### src/rtl/rstseq_pkg.sv
package rstseq_pkg;
  localparam int unsigned REG_W     = 32;
  localparam int unsigned CMD_CORE  = 0;
  localparam int unsigned CMD_BUS   = 1;
  localparam int unsigned CMD_FRAME = 2;
  localparam int unsigned CMD_RXFL  = 3;  // receive flush; transmit flush is the next bit
  localparam int unsigned CMD_TXFL  = 4;
  localparam int unsigned IDLE_BIT  = 31;
  localparam int unsigned NUM_FIFO  = 2;  // index 0 receive, 1 transmit

  typedef struct packed {
    logic txfl;
    logic rxfl;
    logic frame;
    logic bus;
    logic core;
  } cmd_bits_t;
endpackage

### src/rtl/rstseq_cmd_timer.sv
module rstseq_cmd_timer #(
  parameter int unsigned HOLD_CYC = 8
) (
  input  logic clk,
  input  logic rst,
  input  logic start_i,
  input  logic advance_i,
  input  logic abort_i,
  output logic active_o,
  output logic done_o
);
  localparam int unsigned CW = (HOLD_CYC > 1) ? $clog2(HOLD_CYC) : 1;
  localparam logic [CW-1:0] LOAD = CW'(HOLD_CYC - 1);

  logic [CW-1:0] cnt_q;

  always_ff @(posedge clk) begin
    if (rst) begin
      active_o <= 1'b0;
      done_o   <= 1'b0;
      cnt_q    <= '0;
    end else begin
      done_o <= 1'b0;
      if (abort_i) begin
        active_o <= 1'b0;
      end else if (active_o) begin
        if (advance_i) begin
          if (cnt_q == '0) begin
            active_o <= 1'b0;
            done_o   <= 1'b1;
          end else begin
            cnt_q <= cnt_q - 1'b1;
          end
        end
      end else if (start_i) begin
        active_o <= 1'b1;
        cnt_q    <= LOAD;
      end
    end
  end

  AST_DONE_ENDS_HOLD: assert property (@(posedge clk) disable iff (rst)
    done_o |-> (!active_o && $past(active_o)));
  AST_DONE_SINGLE: assert property (@(posedge clk) disable iff (rst)
    done_o |=> !done_o);
endmodule

### src/rtl/rstseq_frame_clr.sv
module rstseq_frame_clr (
  input  logic clk,
  input  logic rst,
  input  logic set_i,
  input  logic sof_i,
  input  logic abort_i,
  output logic pend_o
);
  always_ff @(posedge clk) begin
    if (rst) begin
      pend_o <= 1'b0;
    end else if (abort_i) begin
      pend_o <= 1'b0;
    end else if (pend_o) begin
      if (sof_i) pend_o <= 1'b0;
    end else if (set_i) begin
      pend_o <= 1'b1;
    end
  end

  AST_FRAME_CLR_ON_SOF: assert property (@(posedge clk) disable iff (rst)
    (pend_o && sof_i) |=> !pend_o);
  AST_FRAME_HOLD: assert property (@(posedge clk) disable iff (rst)
    (pend_o && !sof_i && !abort_i) |=> pend_o);
endmodule

### src/rtl/rstseq_ctrl.sv
module rstseq_ctrl
  import rstseq_pkg::*;
#(
  parameter int unsigned FLUSH_CYC = 8,
  parameter int unsigned BUS_CYC   = 4,
  parameter int unsigned CORE_CYC  = 16
) (
  input  logic        clk,
  input  logic        rst,
  input  logic        wr_en,
  input  logic [31:0] wr_data,
  output logic [31:0] rd_data,
  input  logic        tx_fifo_busy,
  input  logic        rx_fifo_busy,
  input  logic        sof_strobe,
  input  logic        bus_xfer_active,
  output logic        tx_flush,
  output logic        rx_flush,
  output logic        tx_flush_done,
  output logic        rx_flush_done,
  output logic        frame_num_clr,
  output logic        bus_soft_rst,
  output logic        core_soft_rst
);
  cmd_bits_t cmd;
  logic      core_start;
  logic      wr_ok;
  logic      core_done;
  logic      bus_done;
  logic [NUM_FIFO-1:0] q_busy;
  logic [NUM_FIFO-1:0] q_flush;
  logic [NUM_FIFO-1:0] q_done;

  assign core_start = wr_en && wr_data[CMD_CORE] && !core_soft_rst;
  assign wr_ok      = wr_en && !core_soft_rst && !core_start;
  assign q_busy     = {tx_fifo_busy, rx_fifo_busy};

  rstseq_cmd_timer #(.HOLD_CYC(CORE_CYC)) u_core (
    .clk(clk), .rst(rst), .start_i(core_start), .advance_i(1'b1),
    .abort_i(1'b0), .active_o(core_soft_rst), .done_o(core_done));

  rstseq_cmd_timer #(.HOLD_CYC(BUS_CYC)) u_bus (
    .clk(clk), .rst(rst), .start_i(wr_ok && wr_data[CMD_BUS]),
    .advance_i(!bus_xfer_active), .abort_i(core_start),
    .active_o(bus_soft_rst), .done_o(bus_done));

  rstseq_frame_clr u_frame (
    .clk(clk), .rst(rst), .set_i(wr_ok && wr_data[CMD_FRAME]),
    .sof_i(sof_strobe), .abort_i(core_start), .pend_o(frame_num_clr));

  for (genvar g = 0; g < NUM_FIFO; g++) begin : g_flush
    rstseq_cmd_timer #(.HOLD_CYC(FLUSH_CYC)) u_fl (
      .clk(clk), .rst(rst),
      .start_i(wr_ok && wr_data[CMD_RXFL + g] && !q_busy[g]),
      .advance_i(1'b1), .abort_i(core_start),
      .active_o(q_flush[g]), .done_o(q_done[g]));
  end

  assign rx_flush      = q_flush[0];
  assign tx_flush      = q_flush[1];
  assign rx_flush_done = q_done[0];
  assign tx_flush_done = q_done[1];

  assign cmd = '{txfl: tx_flush, rxfl: rx_flush, frame: frame_num_clr,
                 bus: bus_soft_rst, core: core_soft_rst};

  always_comb begin
    rd_data = '0;
    rd_data[CMD_TXFL:CMD_CORE] = cmd;
    rd_data[IDLE_BIT] = !bus_xfer_active && !bus_soft_rst && !core_soft_rst;
  end

  AST_TX_BUSY_IGNORED: assert property (@(posedge clk) disable iff (rst)
    (wr_en && wr_data[CMD_TXFL] && tx_fifo_busy && !tx_flush) |=> !tx_flush);
  AST_RX_BUSY_IGNORED: assert property (@(posedge clk) disable iff (rst)
    (wr_en && wr_data[CMD_RXFL] && rx_fifo_busy && !rx_flush) |=> !rx_flush);
  AST_CORE_EXCLUSIVE: assert property (@(posedge clk) disable iff (rst)
    core_soft_rst |-> !(tx_flush || rx_flush || bus_soft_rst || frame_num_clr));
  AST_CORE_RELEASE: assert property (@(posedge clk) disable iff (rst)
    core_done |-> !core_soft_rst);
  AST_BUS_PAUSE: assert property (@(posedge clk) disable iff (rst)
    (bus_soft_rst && bus_xfer_active && !(wr_en && wr_data[CMD_CORE])) |=> bus_soft_rst);
  AST_BUS_RELEASE: assert property (@(posedge clk) disable iff (rst)
    bus_done |-> !bus_soft_rst);
endmodule

### config.mk
export PLATFORM = sky130hd
export DESIGN_NAME = rstseq_ctrl
export DESIGN_NICKNAME = d
export VERILOG_FILES = /design/src/rtl/rstseq_pkg.sv /design/src/rtl/rstseq_cmd_timer.sv /design/src/rtl/rstseq_frame_clr.sv /design/src/rtl/rstseq_ctrl.sv
export SDC_FILE = /design/constraint.sdc
export NUM_CORES = 1
export LEC_CHECK = 0
export ABC_CLOCK_PERIOD_IN_PS = 3050
export CORE_MARGIN = 8
export CORE_UTILIZATION = 35
export CTS_BUF_LIST = sky130_fd_sc_hd__clkbuf_8
export DETAILED_ROUTE_END_ITERATION = 12
export MAX_ROUTING_LAYER = met4
export PLACE_DENSITY = 0.79
export RECOVER_POWER = 25
export SYNTH_ARGS = -nofsm -noshare
export SYNTH_HDL_FRONTEND = slang
export SYNTH_HIERARCHICAL = 1
export SYNTH_SLANG_ARGS = --single-unit
### constraint.sdc
create_clock -name clk -period 3.05 [get_ports clk]
set_input_delay 0.61 -clock clk [delete_from_list [all_inputs] [get_ports clk]]
set_output_delay 0.61 -clock clk [all_outputs]
set_load 0.1 [all_outputs]
# Word-level counts from Yosys, hierarchy flattened
# Index checks and enable logic that the tools add are counted.
[totals] ff_bits=19 input_bits=39 output_inout_bits=39
[classes] add_sub_neg=4 n_eq_ne=5 n_mux=31 bitwise=3 n_reduce_logical=33
[ops] cell="2-to-1 mux 1 bit" count=18
[ops] cell="2-to-1 mux 3 bit" count=6
[ops] cell="logical AND 1 bit" count=12
[ops] cell="2-to-1 mux 4 bit" count=3
[ops] cell="!= test 2 bit (second input constant)" count=5
[ops] cell="2-to-1 mux 2 bit" count=4
[ops] cell="nonzero test 2 bit" count=4
[ops] cell="zero test 1 bit" count=6
[ops] cell="zero test 3 bit" count=2
[ops] cell="AND reduction 3 bit" count=2
[ops] cell="OR reduction 3 bit" count=2
[ops] cell="subtractor 3 x 1 -> 3 bit (second input constant)" count=2
[ops] cell="zero test 4 bit" count=1
[ops] cell="AND reduction 4 bit" count=1
[ops] cell="subtractor 4 x 1 -> 4 bit (second input constant)" count=1
[ops] cell="NOT 1 bit" count=3
[ops] cell="zero test 2 bit" count=1
[ops] cell="AND reduction 2 bit" count=1
[ops] cell="OR reduction 2 bit" count=1
[ops] cell="subtractor 2 x 1 -> 2 bit (second input constant)" count=1

# Longest topological paths before layout
# Gate-level depths: netlist (run 1).
[depth] word_depth=8 depth_mapped=6

# Modules after synthesis
# Netlist (run 1), hierarchy kept.
[by_module_without_submodules] module="rstseq_cmd_timer at g_flush[0].u_fl ..." instances=2 cells_per_inst=25 area_each_um2=249.0 seq_area_each_um2=100.1
[by_module_without_submodules] module="rstseq_cmd_timer at u_core" instances=1 cells_per_inst=33 area_each_um2=327.8 seq_area_each_um2=120.1
[by_module_without_submodules] module="rstseq_ctrl" instances=1 cells_per_inst=42 area_each_um2=302.8 seq_area_each_um2=0.0
[by_module_without_submodules] module="rstseq_cmd_timer at u_bus" instances=1 cells_per_inst=17 area_each_um2=168.9 seq_area_each_um2=80.1
[by_module_without_submodules] module="rstseq_frame_clr" instances=1 cells_per_inst=3 area_each_um2=33.8 seq_area_each_um2=20.0

# Least setup slack after synthesis (run 1)
# Ideal clock, no wire load.
[synth_path] path_type="register to output" from="register u_core.active_o" to="output port rd_data[31]" arrival_ps=2960 required_time_ps=2440 setup_slack_ps=-520 stages_incl_launch_ff=2 path_buffers=0 cell_sequence="dfxtp_1 nor3_1"
[synth_between] elab_chain_len=2
[synth_rtl] element="start, declared" line="rstseq_cmd_timer.sv:9" text="output logic active_o,"
[synth_rtl] element="start signal, assigned" line="rstseq_cmd_timer.sv:19" text="active_o <= 1'b0;"
[synth_rtl] element="start signal, assigned" line="rstseq_cmd_timer.sv:25" text="active_o <= 1'b0;"
[synth_rtl] element="start signal, assigned" line="rstseq_cmd_timer.sv:29" text="active_o <= 1'b0;"
[synth_rtl] element="zero test 1 bit" line="rstseq_ctrl.sv:70" text="rd_data[IDLE_BIT] = !bus_xfer_active && !bus_soft_rst && !core_soft_rst;"
[synth_rtl] element="logical AND 1 bit" line="rstseq_ctrl.sv:70"
[synth_rtl] element="end, declared" line="rstseq_ctrl.sv:12" text="output logic [31:0] rd_data,"
# No other way between the ends.

# Worst setup path in the final report (run 1)
[layout_path] from="input port wr_en" to="register g_flush[0].u_fl.cnt_q[1]"
[layout_between] elab_chain_len=8
[layout_rtl] element="start, declared" line="rstseq_ctrl.sv:10" text="input logic wr_en,"
[layout_rtl] element="logical AND 1 bit (2 in series)" line="rstseq_ctrl.sv:34" text="assign core_start = wr_en && wr_data[CMD_CORE] && !core_soft_rst;"
[layout_rtl] element="zero test 1 bit" line="rstseq_ctrl.sv:35" text="assign wr_ok = wr_en && !core_soft_rst && !core_start;"
[layout_rtl] element="logical AND 1 bit" line="rstseq_ctrl.sv:35"
[layout_rtl] element="logical AND 1 bit (2 in series)" line="rstseq_ctrl.sv:54" text=".start_i(wr_ok && wr_data[CMD_RXFL + g] && !q_busy[g]),"
[layout_rtl] element="nonzero test 2 bit (no line)"
[layout_rtl] element="AND reduction 3 bit (no line) (*)"
[layout_rtl] element="end signal, assigned" line="rstseq_cmd_timer.sv:32" text="cnt_q <= cnt_q - 1'b1;"
[layout_rtl] element="end, declared" line="rstseq_cmd_timer.sv:15" text="logic [CW-1:0] cnt_q;"
# Mark *: on every way between the ends. The rest lies on a longest branch, timed or not.
# A chain may end at the register's enable or synchronous reset.

==> summary.txt, run 1 <==
Power and ir drop
  • Leakage: 0.5968 nW
  • Register share of total power: 38.3%
  • PwrDens: 484.1 nW/um^2
  • Switching Fraction: 44.56%
  • Worst VDD drop: 0.0001888 V
  • Combinational fraction of design power: 37.7%
  • Switching pwr: 315.6 uW
  • P_int: 392.6 uW
  • Clock share of power: 24.1%

Clocking
  • Clk buf depth: 2
  • Cts repair resizes: 0
  • Post-CTS setup buffers: 0
  • Inserted Clock Buffers: 3
  • Worst skew pair latency: 0.25 ns
  • CTS root buffer: clkbuf_8
  • Clock Sink Count: 19
  • CTS tree: built
  • # hold bufs at CTS: 0
  • Htree depth: 1
  • Clock slew at reported path FFs: 0.07 ns

Critical path
  • RR Startpoint: u_core/active_o
  • R2r endpoint: g_flush[0].u_fl/cnt_q[1]
  • Reg2Reg Depth: 5
  • Crit Path Max Fanout: 3
  • Worst Path Required: 3.21 ns
  • Worst setup SP type: primary input
  • CP endpoint kind: flip-flop
  • FF-to-FF setup slack: 1.06 ns
  • WP data arrival: 2.49 ns
  • WS Path Type: in -> reg

Timing
  • Endpoints failing hold: 0
  • Fin crit share: 76.28%
  • Pins Over Slew Limit: 0
  • Slew margin rel.: 22.05%
  • RSZ-0062 raised after global routing: no
  • Worst Max-Slew Pin Slew: 1.174 ns
  • Fmax: 0.4298 GHz
  • Endpoints failing setup: 0
  • Sum Neg Setup Slack: 0 ns
  • Min Tclk post-route: 2.326 ns
  • Worst Skew: 0.001887 ns

Global routing
  • Vias in the first global route: 947
  • GRT Overall Usage: 8.968%
  • First-pass GRT wire length: 4326 um
  • Largest net degree at the start of global routing: 20
  • Total global routing overflow: 0
  • Initial antenna violation count: 0

Routing
  • Overall routed net length: 2467 um
  • Post-route ant nets: 0
  • Total number of vias: 977
  • DRC: 0
  • Via density per instance: 4.461
  • DR WL/cell: 11.26 um
  • Pre-antenna DRT Iters: 4
  • Iter 0 DRT Violations: 31

Min path
  • WHS Path Cells: 1
  • Min-delay src: g_flush[1].u_fl/cnt_q[2]
  • Worst min-delay path class: reg -> reg
  • Worst hold endpoint: g_flush[1].u_fl/cnt_q[2]

Floorplan
  • DIE WIDTH: 76.30 um
  • Initial Utilization: 35.56%
  • Core area: 3578 sq um
  • Height of the chip: 76.30 um
  • Die area: 5821 sq um
  • Number of cell rows: 22
  • I/O pin total: 78

Layout
  • Fin area: 1463 sq um
  • # diodes: 0
  • Area grow syn2layout: 14.95%
  • Nets@finish: 217
  • Share of cells above drive strength 1: 11.11%

Placed design
  • Port Buffers: 24
  • DP Area: 1440 sq um
  • Placer Congestion: 0.7930
  • Dpl hpwl: 1905 um

Synth
  • Syn Inst Count: 140
  • Syn avg cell area: 9.089 sq um
  • Synth Cell Area: 1272 sq um
  • Synth warn: 6

Run
  • Max cap viols: 0

Status
  • Status: finished, final reports clean
==> worst max-delay path by stage <==
stage                               start                  endpoint  slack [ns]  depth (start not counted)
after floorplan           u_core/active_o               rd_data[31]        0.33                          1
after global placement              wr_en  g_flush[1].u_fl/cnt_q[1]        0.45                          6
after detailed placement            wr_en  g_flush[0].u_fl/cnt_q[1]        0.44                          6
after CTS                           wr_en  g_flush[0].u_fl/cnt_q[1]        0.70                          6
after global routing                wr_en  g_flush[1].u_fl/cnt_q[1]        0.56                          6
final                               wr_en  g_flush[0].u_fl/cnt_q[1]        0.72                          6
==> through the flow <==
stage | instances | total power, mW | utilization (%) | hold WS, ns | worst slack, ns
after global routing | 219 | 0.7381 | 40.87 | 0.5052 | 0.5591
final | 219 | 0.7081 | 40.87 | 0.4822 | 0.7235
after floorplan | 174 | 0.5359 | - | 0.4324 | 0.3283
after CTS | 219 | 0.7177 | 41.50 | 0.4788 | 0.6951
after global placement | 215 | 0.5430 | 40.24 | 0.4582 | 0.4529
after detailed placement | 215 | 0.5445 | 40.24 | 0.4660 | 0.4412
==> registers in the layout, summed over array words and instances (netlist names) <==
name	cells
g_flush.u_fl/done_o	2
u_core/cnt_q	4
g_flush.u_fl/active_o	2
u_frame/pend_o	1
u_bus/cnt_q	2
g_flush.u_fl/cnt_q	6
u_core/active_o	1
u_bus/active_o	1
==> power groups by stage <==
stage / registers [mW] / clock network (mW) / logic (mW)
after global routing: 0.273 / 0.184 / 0.281
after detailed placement: 0.277 / 0 / 0.268
after floorplan: 0.292 / 0 / 0.244
after global placement: 0.276 / 0 / 0.267
after CTS: 0.271 / 0.178 / 0.268
final: 0.271 / 0.170 / 0.267
==> layout make-up <==
class	instances	area (sq um)
Tap cell	48	60.06
Multi-Input combinational cell	113	750.7
Timing Repair Buffer	24	185.2
Fill cell	388	2116
Sequential cell	19	380.4
Inverter	11	41.29
Clock inverter	1	3.754
Clock buffer	3	41.29
==> per-layer routing <==
metal | wire [um] | track usage (%) | up-vias
met5 | 0 | - | -
met4 | 43 | 4.038 | 0
met3 | 128 | 2.358 | 5
met2 | 1132 | 13.88 | 30
met1 | 1163 | 10.64 | 439
li1 | - | - | 503
==> layout by cell type, fill, tap and decap left out, drive strengths merged, types with 2 or more instances in the layout <==
cell type	n
buf	7
nor3b	7
ha	6
nor3	10
nor4	3
a311oi	10
nand2	3
and2	2
a211oi	4
o22ai	2
clkdlybuf4s50	10
conb	36
nand2b	2
clkbuf	9
inv	12
nor2b	3
dfxtp	19
and3b	3
and3	3
nor2	6
a2111oi	3
==> worst max-delay path, cell delays in order <==
cell,delay (ns)
clkdlybuf4s50_1,0.49
or3b_1,0.40
nor3b_1,0.32
nor3b_1,0.33
a211oi_1,0.09
a311oi_1,0.24
No activity file was read; power rests on OpenSTA's default activity.
==> inputs of run 2 (changes only) <==
ABC_CLOCK_PERIOD_IN_PS = 1900   (was 3050)
PLACE_DENSITY = 0.82   (was 0.79)
clock period = 1.9 ns   (was 3.05 ns; I/O delays follow)
==> summary.txt, run 2 (synthesis results as in run 1) <==
Timing
  • Endpoints failing setup: 0 (unchanged)
  • Pins Over Slew Limit: 0 (unchanged)
  • Fmax: 0.5905 GHz
  • Slew margin rel.: 63.06% (was 22.05%)
  • Hold Slack: 0.4707 ns (was 0.4822 ns)
  • Fin crit share: 89.13%
  • Min Tclk post-route: 1.693 ns
  • Worst Max-Slew Pin Slew: 0.5564 ns (was 1.174 ns)
  • Worst Skew: 0.006205 ns (was 0.001887 ns)
  • RSZ-0062 raised after global routing: no (unchanged)
  • Endpoints failing hold: 0 (unchanged)

Layout
  • Filler cells: 360 (was 388)
  • Biggest register: g_flush.u_fl/cnt_q (unchanged)
  • Share of cells above drive strength 1: 25.41% (was 11.11%)
  • Largest register FFs: 6 (unchanged)
  • Nets@finish: 231 (was 217)
  • Top Registers: g_flush.u_fl/cnt_q: 6 flops, u_core/cnt_q: 4 flops (unchanged)
  • Fin cells: 233 (was 219)
  • # diodes: 0 (unchanged)
  • Commonest cells after routing, fill and taps aside: conb_1 (36), dfxtp_1 (18), buf_4 (14), inv_1 (11), a311oi_1 (10) (was conb_1 (36), dfxtp_1 (19), inv_1 (12), a311oi_1 (10), clkdlybuf4s50_1 (10))
  • Most common cell after layout, fill and taps aside: conb_1 (unchanged)
  • Area grow syn2layout: 34.71% (was 14.95%)

Critical path
  • Buf/Inv on CP: 2 (was 1)
  • FF-to-FF setup slack: 0.21 ns (was 1.06 ns)
  • R2r endpoint: u_core/cnt_q[1] (was g_flush[0].u_fl/cnt_q[1])
  • CP endpoint kind: flip-flop (unchanged)
  • Cells along the critical path: inv_1 > ha_1 > nor4bb_4 > nor4_4 > buf_4 > nor2_1 > a311oi_1 (was clkdlybuf4s50_1 > or3b_1 > nor3b_1 > nor3b_1 > a211oi_1 > a311oi_1)
  • Crit Path Max Fanout: 5 (was 3)
  • Max incr delay on CP: 0.39 ns (was 0.49 ns)
  • Worst setup path end: u_core/cnt_q[1] (was g_flush[0].u_fl/cnt_q[1])
  • Critical path origin: u_core/cnt_q[0] (was wr_en)
  • WP data arrival: 1.86 ns (was 2.49 ns)
  • Kind of cell adding the most delay to the critical path: simple AND/OR/NAND/NOR gates (unchanged)
  • RR Startpoint: u_core/cnt_q[0] (was u_core/active_o)
  • Critical Path Stages: 7 (was 6)
  • WS Path Type: reg -> reg (was in -> reg)
  • Worst setup SP type: flip-flop (was primary input)
  • Worst Path Required: 2.06 ns (was 3.21 ns)
  • Worst path slowest cell: dfxtp_1 (was clkdlybuf4s50_1)
  • Reg2Reg Depth: 7 (was 5)

Global routing
  • GRT Overall Usage: 9.248% (was 8.968%)
  • Initial antenna violation count: 0 (unchanged)
  • Vias in the first global route: 1014 (was 947)
  • Total global routing overflow: 0 (unchanged)
  • Largest net degree at the start of global routing: 14 (was 20)
  • First-pass GRT wire length: 4464 um (was 4326 um)

Clocking
  • Clock slew at reported path FFs: 0.07 ns (about the same)
  • CTS tree: built (unchanged)
  • Inserted Clock Buffers: 3 (unchanged)
  • CTS root buffer: clkbuf_8 (unchanged)
  • Htree depth: 1 (unchanged)
  • Worst skew pair latency: 0.26 ns (was 0.25 ns)
  • # hold bufs at CTS: 0 (unchanged)
  • Clock Sink Count: 19 (unchanged)
  • Clk buf depth: 2 (unchanged)

Placed design
  • Port Buffers: 24 (unchanged)
  • Placer Congestion: 0.7526 (was 0.7930)
  • Dpl hpwl: 2189 um (was 1905 um)
  • Inst Count DP: 225 (was 215)

Floorplan
  • Die area: 5821 sq um (unchanged)
  • Core area: 3578 sq um (unchanged)
  • Initial Utilization: 35.56% (unchanged)
  • I/O pin total: 78 (unchanged)
  • Number of cell rows: 22 (unchanged)
  • DIE WIDTH: 76.30 um (unchanged)
  • Height of the chip: 76.30 um (unchanged)

Routing
  • Via density per instance: 4.554 (was 4.461)
  • DR WL/cell: 12.44 um (was 11.26 um)
  • Iter 0 DRT Violations: 68 (was 31)
  • Total number of vias: 1061 (was 977)
  • Overall routed net length: 2899 um (was 2467 um)
  • Post-route ant nets: 0 (unchanged)
  • DRC: 0 (unchanged)
  • Pre-antenna DRT Iters: 6 (was 4)

Min path
  • Worst min-delay path class: reg -> reg (unchanged)

Run
  • Max cap viols: 0 (unchanged)

Power and ir drop
  • Worst VDD drop: 0.0004421 V (was 0.0001888 V)
  • Leakage: 0.7445 nW (was 0.5968 nW)
  • PwrDens: 703.8 nW/um^2 (was 484.1 nW/um^2)

Status
  • Status: finished, final reports clean (unchanged)
-- run 2: worst reg2reg max path: cells and delay by family, from the launching register on --
kind / cells / cell delay [ns]
adder cells (fa/ha/maj): 1 / 0.23
flip-flops: 1 / 0.39
AND/OR/NAND/NOR: 3 / 0.50
buffers and inverters: 2 / 0.25
AO/OA/AOI/OAI: 1 / 0.24
-- run 2: what timing repair did --
action                                  CTS  global route
buffers inserted                          4             0
pin swaps                                 4             5
gates resized for setup                   6             4
endpoints found under the setup margin    7            10
-- run 2: power by group --
group	total [mW]	internal, mW	switching [mW]	leakage, nW
logic	0.486	0.111	0.374	0.564
registers	0.435	0.415	0.0204	0.155
clock network	0.286	0.146	0.140	0.0255
total	1.21	0.672	0.535	0.744
-- run 2: worst min-delay path by stage --
stage                     depth (start not counted)  slack (ns)              to      startpoint
after global routing                              1        0.49  u_bus/cnt_q[0]  u_bus/cnt_q[0]
after floorplan                                   1        0.43  u_bus/cnt_q[0]  u_bus/cnt_q[0]
final                                             1        0.47  u_bus/cnt_q[0]  u_bus/cnt_q[0]
after global placement                            1        0.45  u_bus/cnt_q[0]  u_bus/cnt_q[0]
after detailed placement                          1        0.46  u_bus/cnt_q[0]  u_bus/cnt_q[0]
after CTS                                         1        0.47  u_bus/cnt_q[0]  u_bus/cnt_q[0]
-- run 2: layout make-up --
class | instances | area [sq um] | area share (%)
multi-input combinational | 113 | 794.5 | 46.35
sequential | 19 | 381.6 | 22.26
timing repair buffer | 38 | 390.4 | 22.77
tap | 48 | 60.06 | 3.504
clock inverter | 1 | 5.005 | 0.2920
inverter | 11 | 41.29 | 2.409
clock buffer | 3 | 41.29 | 2.409
-- run 2: layer usage --
layer / global-route usage [%] / vias to the layer above / share of wire, %
met4: 1.731 / 0 / 0.90
met2: 16.02 / 39 / 52
met1: 9.278 / 491 / 41
li1: - / 527 / -
met3: 4.481 / 4 / 6.6
met5: - / - / 0
-- run 2: stage by stage --
stage / setup TNS, ns / power (mW) / area (sq um) / util, % / setup slack (ns)
floorplan: -0.08537 / 0.8620 / 1413 / - / -0.08537
finish: 0 / 1.206 / 1714 / 47.90 / 0.2066
detailed placement: -3.458 / 0.9247 / 1660 / 46.40 / -0.4583
global route: 0 / 1.250 / 1714 / 47.90 / 0.05755
CTS: -0.01122 / 1.224 / 1762 / 49.23 / -0.01122
global placement: -2.599 / 0.9179 / 1660 / 46.40 / -0.3071
